<file path="config.mk">
export PLATFORM = sky130hd
export DESIGN_NAME = sio_byte_tx
export DESIGN_NICKNAME = d
export VERILOG_FILES = /design/src/rtl/sio_tx_pkg.sv /design/src/rtl/sio_rate_gen.sv /design/src/rtl/sio_shift_core.sv /design/src/rtl/sio_irq_flag.sv /design/src/rtl/sio_byte_tx.sv
export SDC_FILE = /design/constraint.sdc
export NUM_CORES = 1
export LEC_CHECK = 0
export ABC_CLOCK_PERIOD_IN_PS = 2900
export BUFFER_PORTS_ARGS = -buffer_cell sky130_fd_sc_hd__buf_2
export CORE_MARGIN = 4
export CORE_UTILIZATION = 37
export DETAILED_ROUTE_END_ITERATION = 6
export PLACE_DENSITY = 0.53
export SYNTH_ARGS = -nofsm -noshare
export SYNTH_HDL_FRONTEND = slang
export SYNTH_HIERARCHICAL = 1
export SYNTH_SLANG_ARGS = --single-unit
</file>
<file path="constraint.sdc">
create_clock -name clk -period 2.9 [get_ports clk]
set_clock_uncertainty 0.15 [all_clocks]
set_input_delay 0.435 -clock clk [delete_from_list [all_inputs] [get_ports clk]]
set_output_delay 0.435 -clock clk [all_outputs]
set_load 0.05 [all_outputs]
</file>
<file path="src/rtl/sio_tx_pkg.sv">
// Shared types and helpers for the clocked serial byte transmitter.
// Assumes a prescaler no wider than PRE_W bits (largest divide is 32).
package sio_tx_pkg;

    // Prescaler source select codes, decoded by the rate generator
    typedef enum logic [1:0] {
        SRC_DIV1   = 2'b00,
        SRC_DIV8   = 2'b01,
        SRC_DIV32  = 2'b10,
        SRC_DIV32B = 2'b11
    } src_sel_e;

    localparam int PRE_W   = 5;
    localparam int EV_W    = 5;
    // Event index (0-based) of the eighth rising edge and of the release
    localparam logic [EV_W-1:0] EV_LAST_RISE = EV_W'(15);
    localparam logic [EV_W-1:0] EV_RELEASE   = EV_W'(16);

    // Terminal count of the prescaler for a given source
    function automatic logic [PRE_W-1:0] pre_last(input src_sel_e s);
        case (s)
            SRC_DIV1: pre_last = PRE_W'(0);
            SRC_DIV8: pre_last = PRE_W'(7);
            default:  pre_last = PRE_W'(31);
        endcase
    endfunction

endpackage

</file>
<file path="src/rtl/sio_rate_gen.sv">
// Rate generator: produces a one-cycle half_tick every (rate+1)*div cycles
// while run is high. Both counters sit at zero when run is low, so the
// first tick after a start lands exactly one half period later.
// Assumes src and rate are stable while run is high.
module sio_rate_gen
    import sio_tx_pkg::*;
#(
    parameter int RATE_W = 8
) (
    input  logic              clk,
    input  logic              rst_n,
    input  logic              run,
    input  src_sel_e          src,
    input  logic [RATE_W-1:0] rate,
    output logic              half_tick
);

    logic [PRE_W-1:0]  pre_q;
    logic [RATE_W-1:0] cnt_q;
    logic              pre_tick;

    assign pre_tick  = run && (pre_q == pre_last(src));
    assign half_tick = pre_tick && (cnt_q == rate);

    // Prescaler: counts system cycles up to the selected terminal count
    always_ff @(posedge clk) begin
        if (!rst_n || !run || pre_tick) begin
            pre_q <= '0;
        end else begin
            pre_q <= pre_q + 1'b1;
        end
    end

    // Rate counter: counts prescaled ticks up to the rate value
    always_ff @(posedge clk) begin
        if (!rst_n || !run || half_tick) begin
            cnt_q <= '0;
        end else if (pre_tick) begin
            cnt_q <= cnt_q + 1'b1;
        end
    end

endmodule

</file>
<file path="src/rtl/sio_shift_core.sv">
// Shift core: accepts a byte when idle, captures the configuration, and
// walks 17 half-period events: odd events are falling edges that drive
// the next bit, even events are rising edges, and the 17th releases the
// line. Assumes half_tick is only high while busy.
module sio_shift_core
    import sio_tx_pkg::*;
#(
    parameter int DATA_W = 8,
    parameter int RATE_W = 8
) (
    input  logic              clk,
    input  logic              rst_n,
    input  logic              wr_en,
    input  logic [DATA_W-1:0] wr_data,
    input  src_sel_e          cfg_src,
    input  logic              cfg_msb_first,
    input  logic [RATE_W-1:0] cfg_rate,
    input  logic              half_tick,
    output src_sel_e          src_q,
    output logic [RATE_W-1:0] rate_q,
    output logic              busy_q,
    output logic              tx_clk_q,
    output logic              tx_dat_q,
    output logic              tx_oe_q,
    output logic              byte_done
);

    logic [DATA_W-1:0] sh_q;
    logic [EV_W-1:0]   ev_q;
    logic              msb_q;
    logic              accept;
    logic              step;

    assign accept    = wr_en && !busy_q;
    assign step      = busy_q && half_tick;
    assign byte_done = step && (ev_q == EV_LAST_RISE);

    // Configuration capture at the accepted write
    always_ff @(posedge clk) begin
        if (!rst_n) begin
            src_q  <= SRC_DIV1;
            rate_q <= '0;
            msb_q  <= 1'b0;
        end else if (accept) begin
            src_q  <= cfg_src;
            rate_q <= cfg_rate;
            msb_q  <= cfg_msb_first;
        end
    end

    // Busy and event counter: start on accept, end on the release event
    always_ff @(posedge clk) begin
        if (!rst_n) begin
            busy_q <= 1'b0;
            ev_q   <= '0;
        end else if (accept) begin
            busy_q <= 1'b1;
            ev_q   <= '0;
        end else if (step) begin
            if (ev_q == EV_RELEASE) begin
                busy_q <= 1'b0;
                ev_q   <= '0;
            end else begin
                ev_q <= ev_q + 1'b1;
            end
        end
    end

    // Line drivers and shifter: clock edges, bit output and release
    always_ff @(posedge clk) begin
        if (!rst_n) begin
            tx_clk_q <= 1'b1;
            tx_oe_q  <= 1'b0;
            tx_dat_q <= 1'b0;
            sh_q     <= '0;
        end else if (accept) begin
            sh_q <= wr_data;
        end else if (step) begin
            if (ev_q == EV_RELEASE) begin
                tx_oe_q  <= 1'b0;
                tx_clk_q <= 1'b1;
            end else if (!ev_q[0]) begin
                tx_clk_q <= 1'b0;
                tx_oe_q  <= 1'b1;
                tx_dat_q <= msb_q ? sh_q[DATA_W-1] : sh_q[0];
                sh_q     <= msb_q ? {sh_q[DATA_W-2:0], 1'b0}
                                  : {1'b0, sh_q[DATA_W-1:1]};
            end else begin
                tx_clk_q <= 1'b1;
            end
        end
    end

endmodule

</file>
<file path="src/rtl/sio_irq_flag.sv">
// Sticky interrupt flag: set by the end-of-byte pulse, cleared by either
// clear strobe. A set in the same cycle as a clear wins.
module sio_irq_flag (
    input  logic clk,
    input  logic rst_n,
    input  logic set,
    input  logic clr,
    output logic flag_q
);

    // Flag register with set priority
    always_ff @(posedge clk) begin
        if (!rst_n) begin
            flag_q <= 1'b0;
        end else if (set) begin
            flag_q <= 1'b1;
        end else if (clr) begin
            flag_q <= 1'b0;
        end
    end

endmodule

</file>
<file path="src/rtl/sio_byte_tx.sv">
// Top of the clocked serial byte transmitter. Wires the shift core, the
// rate generator and the interrupt flag. A write when idle starts one
// byte; the data line is released between transfers.
module sio_byte_tx
    import sio_tx_pkg::*;
#(
    parameter int DATA_W = 8,
    parameter int RATE_W = 8
) (
    input  logic              clk,
    input  logic              rst_n,
    input  logic [1:0]        cfg_src,
    input  logic              cfg_msb_first,
    input  logic [RATE_W-1:0] cfg_rate,
    input  logic              wr_en,
    input  logic [DATA_W-1:0] wr_data,
    input  logic              irq_clr,
    input  logic              irq_ack,
    output logic              tx_clk_o,
    output logic              tx_dat_o,
    output logic              tx_dat_oe,
    output logic              busy,
    output logic              irq_flag
);

    src_sel_e          src_q;
    logic [RATE_W-1:0] rate_q;
    logic              half_tick;
    logic              byte_done;

    sio_shift_core #(
        .DATA_W (DATA_W),
        .RATE_W (RATE_W)
    ) u_core (
        .clk           (clk),
        .rst_n         (rst_n),
        .wr_en         (wr_en),
        .wr_data       (wr_data),
        .cfg_src       (src_sel_e'(cfg_src)),
        .cfg_msb_first (cfg_msb_first),
        .cfg_rate      (cfg_rate),
        .half_tick     (half_tick),
        .src_q         (src_q),
        .rate_q        (rate_q),
        .busy_q        (busy),
        .tx_clk_q      (tx_clk_o),
        .tx_dat_q      (tx_dat_o),
        .tx_oe_q       (tx_dat_oe),
        .byte_done     (byte_done)
    );

    sio_rate_gen #(
        .RATE_W (RATE_W)
    ) u_rate (
        .clk       (clk),
        .rst_n     (rst_n),
        .run       (busy),
        .src       (src_q),
        .rate      (rate_q),
        .half_tick (half_tick)
    );

    sio_irq_flag u_irq (
        .clk    (clk),
        .rst_n  (rst_n),
        .set    (byte_done),
        .clr    (irq_clr || irq_ack),
        .flag_q (irq_flag)
    );

endmodule

</file>
# [Yosys cells after proc, flatten, opt, wreduce, memory -nomap -nowiden]
# Cells that the tools add are included.
[word_totals] ff_bits=42 latchBits=0 memories=0 ramBits=0 inputBits=24 output_inout_bits=5 romBits=0
[op_classes] multipliers=0 add_sub_neg=3 n_lt_le_gt_ge=0 n_reduce_logical=21 n_eq_ne=8 n_bitwise=4 n_mux=17 div=0 shift=0
[op_table] operator="2-to-1 mux 8 bit" n=5
[op_table] operator="adder 5 x 1 -> 5 bit (second input constant)" n=2
[op_table] operator="2-to-1 mux 1 bit" n=10
[op_table] operator="one-hot mux 5 bit (2 select lines)" n=1
[op_table] operator="adder 8 x 1 -> 8 bit (second input constant)" n=1
[op_table] operator="== test 8 bit" n=1
[op_table] operator="AND reduction 3 bit" n=2
[op_table] operator="nonzero test 2 bit" n=3
[op_table] operator="== test 5 x 4 -> 1 bit (second input constant)" n=1
[op_table] operator="== test 5 bit" n=1
[op_table] operator="== test 5 bit (second input constant)" n=1
[op_table] operator="logical AND 1 bit" n=5
[op_table] operator="2-to-1 mux 5 bit" n=1
[op_table] operator="logical OR 1 bit" n=4
[op_table] operator="inequality test 2 bit (second input constant)" n=2
[op_table] operator="NOT 1 bit" n=4
[op_table] operator="AND reduction 2 bit" n=2
[op_table] operator="AND reduction 4 bit" n=1
[op_table] operator="== test 2 x 1 -> 1 bit (second input constant)" n=1
[op_table] operator="zero test 1 bit" n=2
[op_table] operator="zero test 2 bit" n=1
[op_table] operator="inequality test 2 x 1 -> 1 bit (second input constant)" n=1
[op_table] operator="OR reduction 2 bit" n=1

# [Depth between registers and ports, before layout]
# Gate-level depths: netlist (run 1).
[logic_depth] ltp_word=8 mapped_depth=9

# [Cells and area by module]
# The synthesis (run 1) kept the hierarchy.
[by_module_without_submodules] mod="sio_shift_core" seq_area_each_um2=560.5 area_each_um2=1331.3 cells_per_inst=151 instances=1
[by_module_without_submodules] mod="sio_rate_gen" seq_area_each_um2=260.2 area_each_um2=745.7 cells_per_inst=85 instances=1
[by_module_without_submodules] mod="sio_irq_flag" seq_area_each_um2=20.0 area_each_um2=41.3 cells_per_inst=3 instances=1
[by_module_without_submodules] mod="sio_byte_tx" seq_area_each_um2=0.0 area_each_um2=6.3 cells_per_inst=1 instances=1

# [Worst setup path after synthesis (run 1)]
# No wires, ideal clock.
[synth_timing] kind="register -> register" start="reg u_rate.pre_q[2]" end="reg u_core.ev_q[3]" arrival_time_ns=2.149 slack_ns=0.531 setup_ns=0.070 required_ns=2.680 stages_incl_launch_ff=9 cell_sequence="dfxtp_1 > or4_1 > nor2_2 > o221ai_2 > clkbuf_1 > nor2_1 > nand2_1 > or3_1 > a21oi_1"
[synth_between] elab_chain_len=4
[synth_lines] element="start, declared" line_no="sio_rate_gen.sv:18" rtl="logic [PRE_W-1:0] pre_q;"
[synth_lines] element="start signal, assigned" line_no="sio_rate_gen.sv:30" rtl="pre_q <= pre_q + 1'b1;"
[synth_lines] element="== test 5 bit" line_no="sio_rate_gen.sv:22" rtl="assign pre_tick = run && (pre_q == pre_last(src));"
[synth_lines] element="logical AND 1 bit" line_no="sio_rate_gen.sv:22"
[synth_lines] element="logical AND 1 bit" line_no="sio_rate_gen.sv:23" rtl="assign half_tick = pre_tick && (cnt_q == rate);"
[synth_lines] element="via half_tick" line_no="sio_byte_tx.sv:28" rtl="logic half_tick;"
[synth_lines] element="logical AND 1 bit" line_no="sio_shift_core.sv:35" rtl="assign step = busy_q && half_tick;"
[synth_lines] element="end signal, assigned" line_no="sio_shift_core.sv:64" rtl="ev_q <= ev_q + 1'b1;"
[synth_lines] element="end, declared" line_no="sio_shift_core.sv:29" rtl="logic [EV_W-1:0] ev_q;"
# The timed path passes the listed nets, and every way through them passes these cells.
# A chain may end at the register's enable or synchronous reset.

# [Final worst setup path (run 1)]
[layout_timing] start="reg u_rate.pre_q[2]" end="reg u_core.sh_q[6]"
[layout_between] elab_chain_len=6
[layout_lines] element="== test 5 bit" line_no="sio_rate_gen.sv:22"
[layout_lines] element="logical AND 1 bit" line_no="sio_rate_gen.sv:22"
[layout_lines] element="logical AND 1 bit" line_no="sio_rate_gen.sv:23"
[layout_lines] element="via half_tick" line_no="sio_byte_tx.sv:28"
[layout_lines] element="logical AND 1 bit" line_no="sio_shift_core.sv:35"
[layout_lines] element="nonzero test 2 bit (no source line)"
[layout_lines] element="AND reduction 3 bit (no source line)"
[layout_lines] element="end signal, assigned" line_no="sio_shift_core.sv:77" rtl="sh_q <= wr_data;"
[layout_lines] element="end signal, assigned" line_no="sio_shift_core.sv:86" rtl="sh_q <= msb_q ? {sh_q[DATA_W-2:0], 1'b0}"
[layout_lines] element="end, declared" line_no="sio_shift_core.sv:28" rtl="logic [DATA_W-1:0] sh_q;"
# The timed path passes the listed nets, and every way through them passes these cells.

==> results of run 1 <==
## area by class of cell
class                      count  area [um2]
fill                         579        3090
timing repair buffer          33         178
sequential                    42         841
multi-input combinational    180        1180
inverter                       3        11.3
tap                           72        90.1
clock inverter                 2        60.1
clock buffer                   6        82.6
## worst max-delay path: stages (launching register included)
cell and delay (ps):
dfxtp_1 340, or4_1 540, nor2_2 110, o221ai_2 110, nor2_1 260, and3b_1 470, nand2_4 80, o311ai_1 260
## how the worst min path moves through the flow
stage	startpoint	to	slack, ps	cells past startpoint
final	cfg_rate[6]	u_core/rate_q[6]	220	3
after detailed placement	u_rate/pre_q[0]	u_rate/pre_q[0]	310	1
after floorplan	u_rate/pre_q[0]	u_rate/pre_q[0]	280	1
after global placement	u_rate/pre_q[0]	u_rate/pre_q[0]	300	1
after global routing	cfg_rate[1]	u_core/rate_q[1]	210	3
after CTS	wr_data[6]	u_core/sh_q[6]	210	3
## sequential cells by signal (all words and copies together) (netlist names)
| signal | cells |
|---|---|
| u_core/tx_oe_q | 1 |
| u_rate/cnt_q | 8 |
| u_core/src_q | 2 |
| u_core/tx_dat_q | 1 |
| u_core/busy_q | 1 |
| u_rate/pre_q | 5 |
| u_core/ev_q | 5 |
| u_core/tx_clk_q | 1 |
| u_core/rate_q | 8 |
| u_core/msb_q | 1 |
| u_irq/flag_q | 1 |
| u_core/sh_q | 8 |
## cell families (layout without fill, tap and decap cells)
group                    count (synthesis)  in the layout  synth area share
flip-flops                              42             42             0.396
buffers and inverters                   18             44            0.0471
AO/OA/AOI/OAI                           53             53             0.182
XOR/XNOR                                11             11            0.0453
multiplexers                             7              7            0.0359
adder cells (fa/ha/maj)                  5              5            0.0294
AND/OR/NAND/NOR                        104            104             0.264
## metal layers
layer,track usage,vias up,part of all wire
met1,0.185,837,0.51
met5,0,-,0
li1,-,916,-
met2,0.196,28,0.44
met4,0.0439,0,0.014
met3,0.0415,5,0.040
## metrics by stage
stage	worst slack (ps)	instances	hold slack [ps]
2_1_floorplan	531	240	276
3_3_place_gp	549	330	300
3_5_place_dp	491	330	305
4_1_cts	469	338	208
5_1_grt	258	338	212
6_report	476	338	217
## synthesized netlist by cell type (2+ instances only)
cell,n,share of area
dfxtp_1,42,0.40
inv_1,3,0.0053
mux2i_1,2,0.0094
a21oi_1,6,0.014
xor2_1,10,0.041
buf_2,5,0.012
nand4_1,7,0.021
buf_4,3,0.011
a21boi_0,3,0.011
clkbuf_1,5,0.0088
and2_1,2,0.0059
o21ai_0,8,0.019
nand2_1,38,0.067
ha_1,5,0.029
or3_1,3,0.0088
nand3b_1,2,0.0071
buf_6,2,0.011
and3_1,7,0.021
o211ai_1,6,0.021
nand3_1,17,0.040
o41ai_1,4,0.016
a32oi_1,5,0.021
a31oi_1,3,0.0088
nand2b_1,2,0.0059
a21boi_1,8,0.028
nor4_1,2,0.0059
mux2_2,5,0.026
or2_2,2,0.0059
nor2_1,9,0.016
## where the power goes
part           internal, W  switching, W  leakage, nW  total [W]
sequential        0.000597     0.0000190        0.342   0.000616
combinational    0.0000557     0.0000825        0.552   0.000138
clock             0.000367      0.000208       0.0714   0.000576
==> impl_metrics.ini, run 1 <==
[critical_path]
end_kind = flip-flop
rr_startpoint = u_rate/pre_q[2]
cp-startpoint = u_rate/pre_q[2]
critPathCapture = u_core/sh_q[6]
startpoint_type = flip-flop
rr_worst_depth = 7
crit_arrival_ps = 2470
cp_data_required_time_ps = 2950
worst-r2r-setup-slack_ps = 480
critical_path_class = flip-flop to flip-flop
cp_max_fo = 10
worstReg2RegEnd = u_core/sh_q[6]

[die]
io_pins = 29
fp-row-count = 27
die_w_um = 83.8
start_util = 0.383
core_area_um2 = 5540
die-area_um2 = 7020
die_h_um = 83.8

[sta]
finalCritPeriodShare = 0.836
setup_tns_ps = 0
hold_violations = 0
finalSetupViolations = 0
rsz0062_at_grt = false
slew_headroom = 0.641
layout_min_cycle_time_ps = 2420
fmaxAchievable_mhz = 413
drv_slew = 0
tightest_slew_ps = 538

[detailed_routing]
routed_wl_um = 4540
ant_nets = 0
drt_first_pass_iters = 4
wl_per_cell_um = 13.4
viasPerCell = 5.28
drt_iter0_drc = 118
drc = 0
via_count = 1786

[yosys]
synth_edf_count = 0
synth_cells = 240
syn_area_um2 = 2120
synth_cell_types = 53
synth-main-ff-cell = dfxtp_1
avgSynthCellArea_um2 = 8.85
synth_nets = 269
ys_warn_count = 6
yosysSeqAreaShare = 0.396
ys_ff_latch = 42
async_flop_share = 0

[pwr]
power_density_nw_per_um2 = 544
peakVddDrop_uv = 223
power_leakage_nw = 0.965
total_power_w = 0.00133

[placement]
dpl.hpwl_um = 3230
io_buffers = 28
dpl_cell_area_um2 = 2300
finalWeightedCongestion = 0.818

[clock_network]
cts_hold_buf = 0
clock_path_buffers = 2
cts_root_buf = clkbuf_8
clk-insertion-delay-late_ps = 290
cts.clk_slew.worst_paths_ps = 90
post_cts_resized = 0
cts_tree = done
h-tree-depth = 2
clock_sinks = 42
cts_buffers = 5
cts_setup_buffers = 0

[finish]
design_area_um2 = 2450
area_growth_pct = 15.1
layout_commonest_cell = dfxtp_1
insertedDiodeCount = 0
final_cell_mix = 42 x dfxtp_1, 38 x nand2_1, 28 x buf_2
drive_gt1_frac = 0.214
nets = 294
fin_util = 0.442

[outcome]
status = complete, no violations

[global_routing]
grt_overflow = 0
first_global_vias = 1565
antenna_found_initial = 0
grt_pass1_wl_um = 7750
grt_start_max_net_pins = 33
track_usage = 0.134

[hold_path]
hold_path_class = input port to flip-flop

[job]
maxCapViolations = 0
Power figures use the tool's default switching activity.
==> run 2: changes to the inputs <==
--- a/config.mk
+++ b/config.mk
@@ -5,12 +5,13 @@
 export SDC_FILE = /design/constraint.sdc
 export NUM_CORES = 1
 export LEC_CHECK = 0
-export ABC_CLOCK_PERIOD_IN_PS = 2900
+export ABC_AREA = 1
+export ABC_CLOCK_PERIOD_IN_PS = 2150
 export BUFFER_PORTS_ARGS = -buffer_cell sky130_fd_sc_hd__buf_2
 export CORE_MARGIN = 4
 export CORE_UTILIZATION = 37
 export DETAILED_ROUTE_END_ITERATION = 6
-export PLACE_DENSITY = 0.53
+export PLACE_DENSITY = 0.55
 export SYNTH_ARGS = -nofsm -noshare
 export SYNTH_HDL_FRONTEND = slang
 export SYNTH_HIERARCHICAL = 1
==> constraint.sdc (replaced) <==
create_clock -name clk -period 2.15 [get_ports clk]
set_clock_uncertainty 0.15 [all_clocks]
set_input_delay 0.3225 -clock clk [delete_from_list [all_inputs] [get_ports clk]]
set_output_delay 0.3225 -clock clk [all_outputs]
set_load 0.05 [all_outputs]
==> impl_metrics.ini, run 2 <==
[detailed_routing]
routed_wl_um = 5010
wl_per_cell_um = 10.1
top_layer = met4
via_count = 2205
met3_length_um = 111
drc = 0
met2_length_um = 2470
drt_iter0_drc = 109
drt_first_pass_iters = 4
wl_met1_um = 2380
viasPerCell = 4.44
ant_nets = 0

[yosys]
synth_cell_types = 23
synth_cells = 389
synth_edf_count = 0
avgSynthCellArea_um2 = 6.16
ys_warn_count = 6
synth_top_cells_by_count = 118 x nand2_1, 70 x inv_1, 67 x nor2_1, 42 x dfxtp_1, 25 x nand3_1
synth_nets = 418
synth_area_leaders = dfxtp_1 35%, nand2_1 18%, inv_1 11%
synth-main-ff-cell = dfxtp_1
netlist.area_leader.share = 0.351
async_flop_share = 0
yosysTopAreaCell = dfxtp_1
syn_area_um2 = 2400
ys_ff_latch = 42
yosysSeqAreaShare = 0.351
synth.most_common_cell = nand2_1

[sta]
fmaxAchievable_mhz = 507
hold_violations = 0
setup_ws_ps = 178
finalCritPeriodShare = 0.917
setup_tns_ps = 0
drv_slew = 0
rsz0062_at_grt = false
slew_headroom = 0.669
layout_min_cycle_time_ps = 1970
tightest_slew_ps = 497
finalSetupViolations = 0

[critical_path]
startpoint_type = flip-flop
end_kind = flip-flop
rr_worst_depth = 14
cp_data_required_time_ps = 2200
slowest_delay_ps = 360
cp_cell_sequence = nor2_2, nand2_1, nand2_2, nand3_2, inv_1, nand2_1, inv_1, nand2_4, nor2_8, nand2_4, nand2_4, nand2_1, inv_1, nor2_2
critical_path_class = flip-flop to flip-flop
crit_slowest_cell = dfxtp_1
crit_arrival_ps = 2020
cp_max_fo = 14

[clock_network]
cts.clk_slew.worst_paths_ps = 80
clock_path_buffers = 2
cts_root_buf = clkbuf_8
h-tree-depth = 2
cts_hold_buf = 0
clk-insertion-delay-late_ps = 290
cts_buffers = 5
clock_sinks = 42
cts_tree = done

[die]
start_util = 0.380
die-area_um2 = 7830
die_h_um = 88.5
core_area_um2 = 6310
io_pins = 29
fp-row-count = 29
die_w_um = 88.5

[outcome]
status = complete, no violations

[pwr]
total_power_w = 0.00170
p_seq_frac = 0.496
p_clk_frac = 0.364
power_leakage_nw = 1.38
peakVddDrop_uv = 272
internal_power_w = 0.00125
switching_power_w = 0.000446
pwr-share-comb = 0.140
swShare = 0.263
power_density_nw_per_um2 = 624

[global_routing]
grt_start_max_net_pins = 32
track_usage = 0.140
grt_overflow = 0
grt_pass1_wl_um = 8810
first_global_vias = 2102
antenna_found_initial = 0

[placement]
place_inst = 489
dpl.hpwl_um = 3730
finalWeightedCongestion = 0.790
io_buffers = 28
preCtsSetupSlack_ps = 94.1

[finish]
fin_util = 0.431
insertedDiodeCount = 0
reg.largest.list = u_core/rate_q (8), u_core/sh_q (8), u_rate/cnt_q (8)
layout_commonest_cell = nand2_1
nets = 448
final_cell_mix = 118 x nand2_1, 70 x inv_1, 67 x nor2_1
area_growth_pct = 13.4
fin_cells = 497
drive_gt1_frac = 0.140

[hold_path]
hold_depth = 3
hold_path_class = input port to flip-flop

[job]
maxCapViolations = 0
[run 2: cell count changes in the layout (fill, tap and decap cells not counted), moves of 5 or more]
cell      delta
o211ai_1     -5
mux2_2       -5
nand4_1      -7
nor2_2       +7
and3_1       -7
inv_1       +67
nand3_1      +8
nand2_1     +80
nor2_1      +58
o21ai_0      +8
a21boi_1     -8
a32oi_1      -5
[run 2: critical path: cells and delay by family (launching register included)]
| family | cells | cell delay [ps] |
|---|---|---|
| buffers and inverters | 3 | 250 |
| DFF | 1 | 360 |
| and+or+nand+nor | 11 | 1110 |
[run 2: path summary, 6_finish.rpt]
path	start	slack [ps]	end
setup / recovery	u_rate/pre_q[4]	180	u_core/sh_q[5]
hold reg to reg	u_core/tx_dat_q	320	u_core/tx_dat_q
hold / removal	cfg_msb_first	120	u_core/msb_q
setup reg to reg	u_rate/pre_q[4]	180	u_core/sh_q[5]
[run 2: cell type report]
cell class | instances | area (um2)
inverter | 70 | 263
timing repair buffer | 33 | 178
sequential | 42 | 843
fill | 710 | 3590
clock buffer | 7 | 76.3
tap | 77 | 96.3
multi-input combinational | 267 | 1230
clock inverter | 1 | 30.0
[run 2: layer usage]
layer  vias to the layer above  track usage
li1                       1210            -
met3                         5       0.0279
met1                       970        0.173
met5                         -            0
met2                        20        0.241
met4                         0       0.0495
[run 2: power groups by stage]
stage | Sequential [W] | Combinational, W | Clock, W
2_1_floorplan | 0.000858 | 0.000174 | 0
3_3_place_gp | 0.000860 | 0.000238 | 0
3_5_place_dp | 0.000861 | 0.000239 | 0
4_1_cts | 0.000842 | 0.000241 | 0.000649
5_1_grt | 0.000848 | 0.000279 | 0.000674
6_report | 0.000841 | 0.000238 | 0.000617
[run 2: cell families (layout without fill, tap and decap cells)]
group,after synthesis,in the layout,synth area share
AND/OR/NAND/NOR,229,229,0.403
buffers and inverters,80,111,0.137
flip-flops,42,42,0.351
AO/OA/AOI/OAI,26,26,0.0569
XOR/XNOR,7,7,0.0256
adder cells (fa/ha/maj),5,5,0.0261
[run 2: timing repair]
action / 4_1_cts / 5_1_grt
endpoints found under the hold margin: 0 / 0
setup endpoints to repair: 0 / 8
setup buffers: 0 / 0
gates resized for setup: 0 / 3
[run 2: stage by stage]
| step | hold WS (ps) | area (um2) |
|---|---|---|
| after detailed placement | 303 | 2610 |
| final | 118 | 2720 |
| after global routing | 127 | 2720 |
| after CTS | 103 | 2710 |
| after floorplan | 279 | 2400 |
| after global placement | 299 | 2610 |
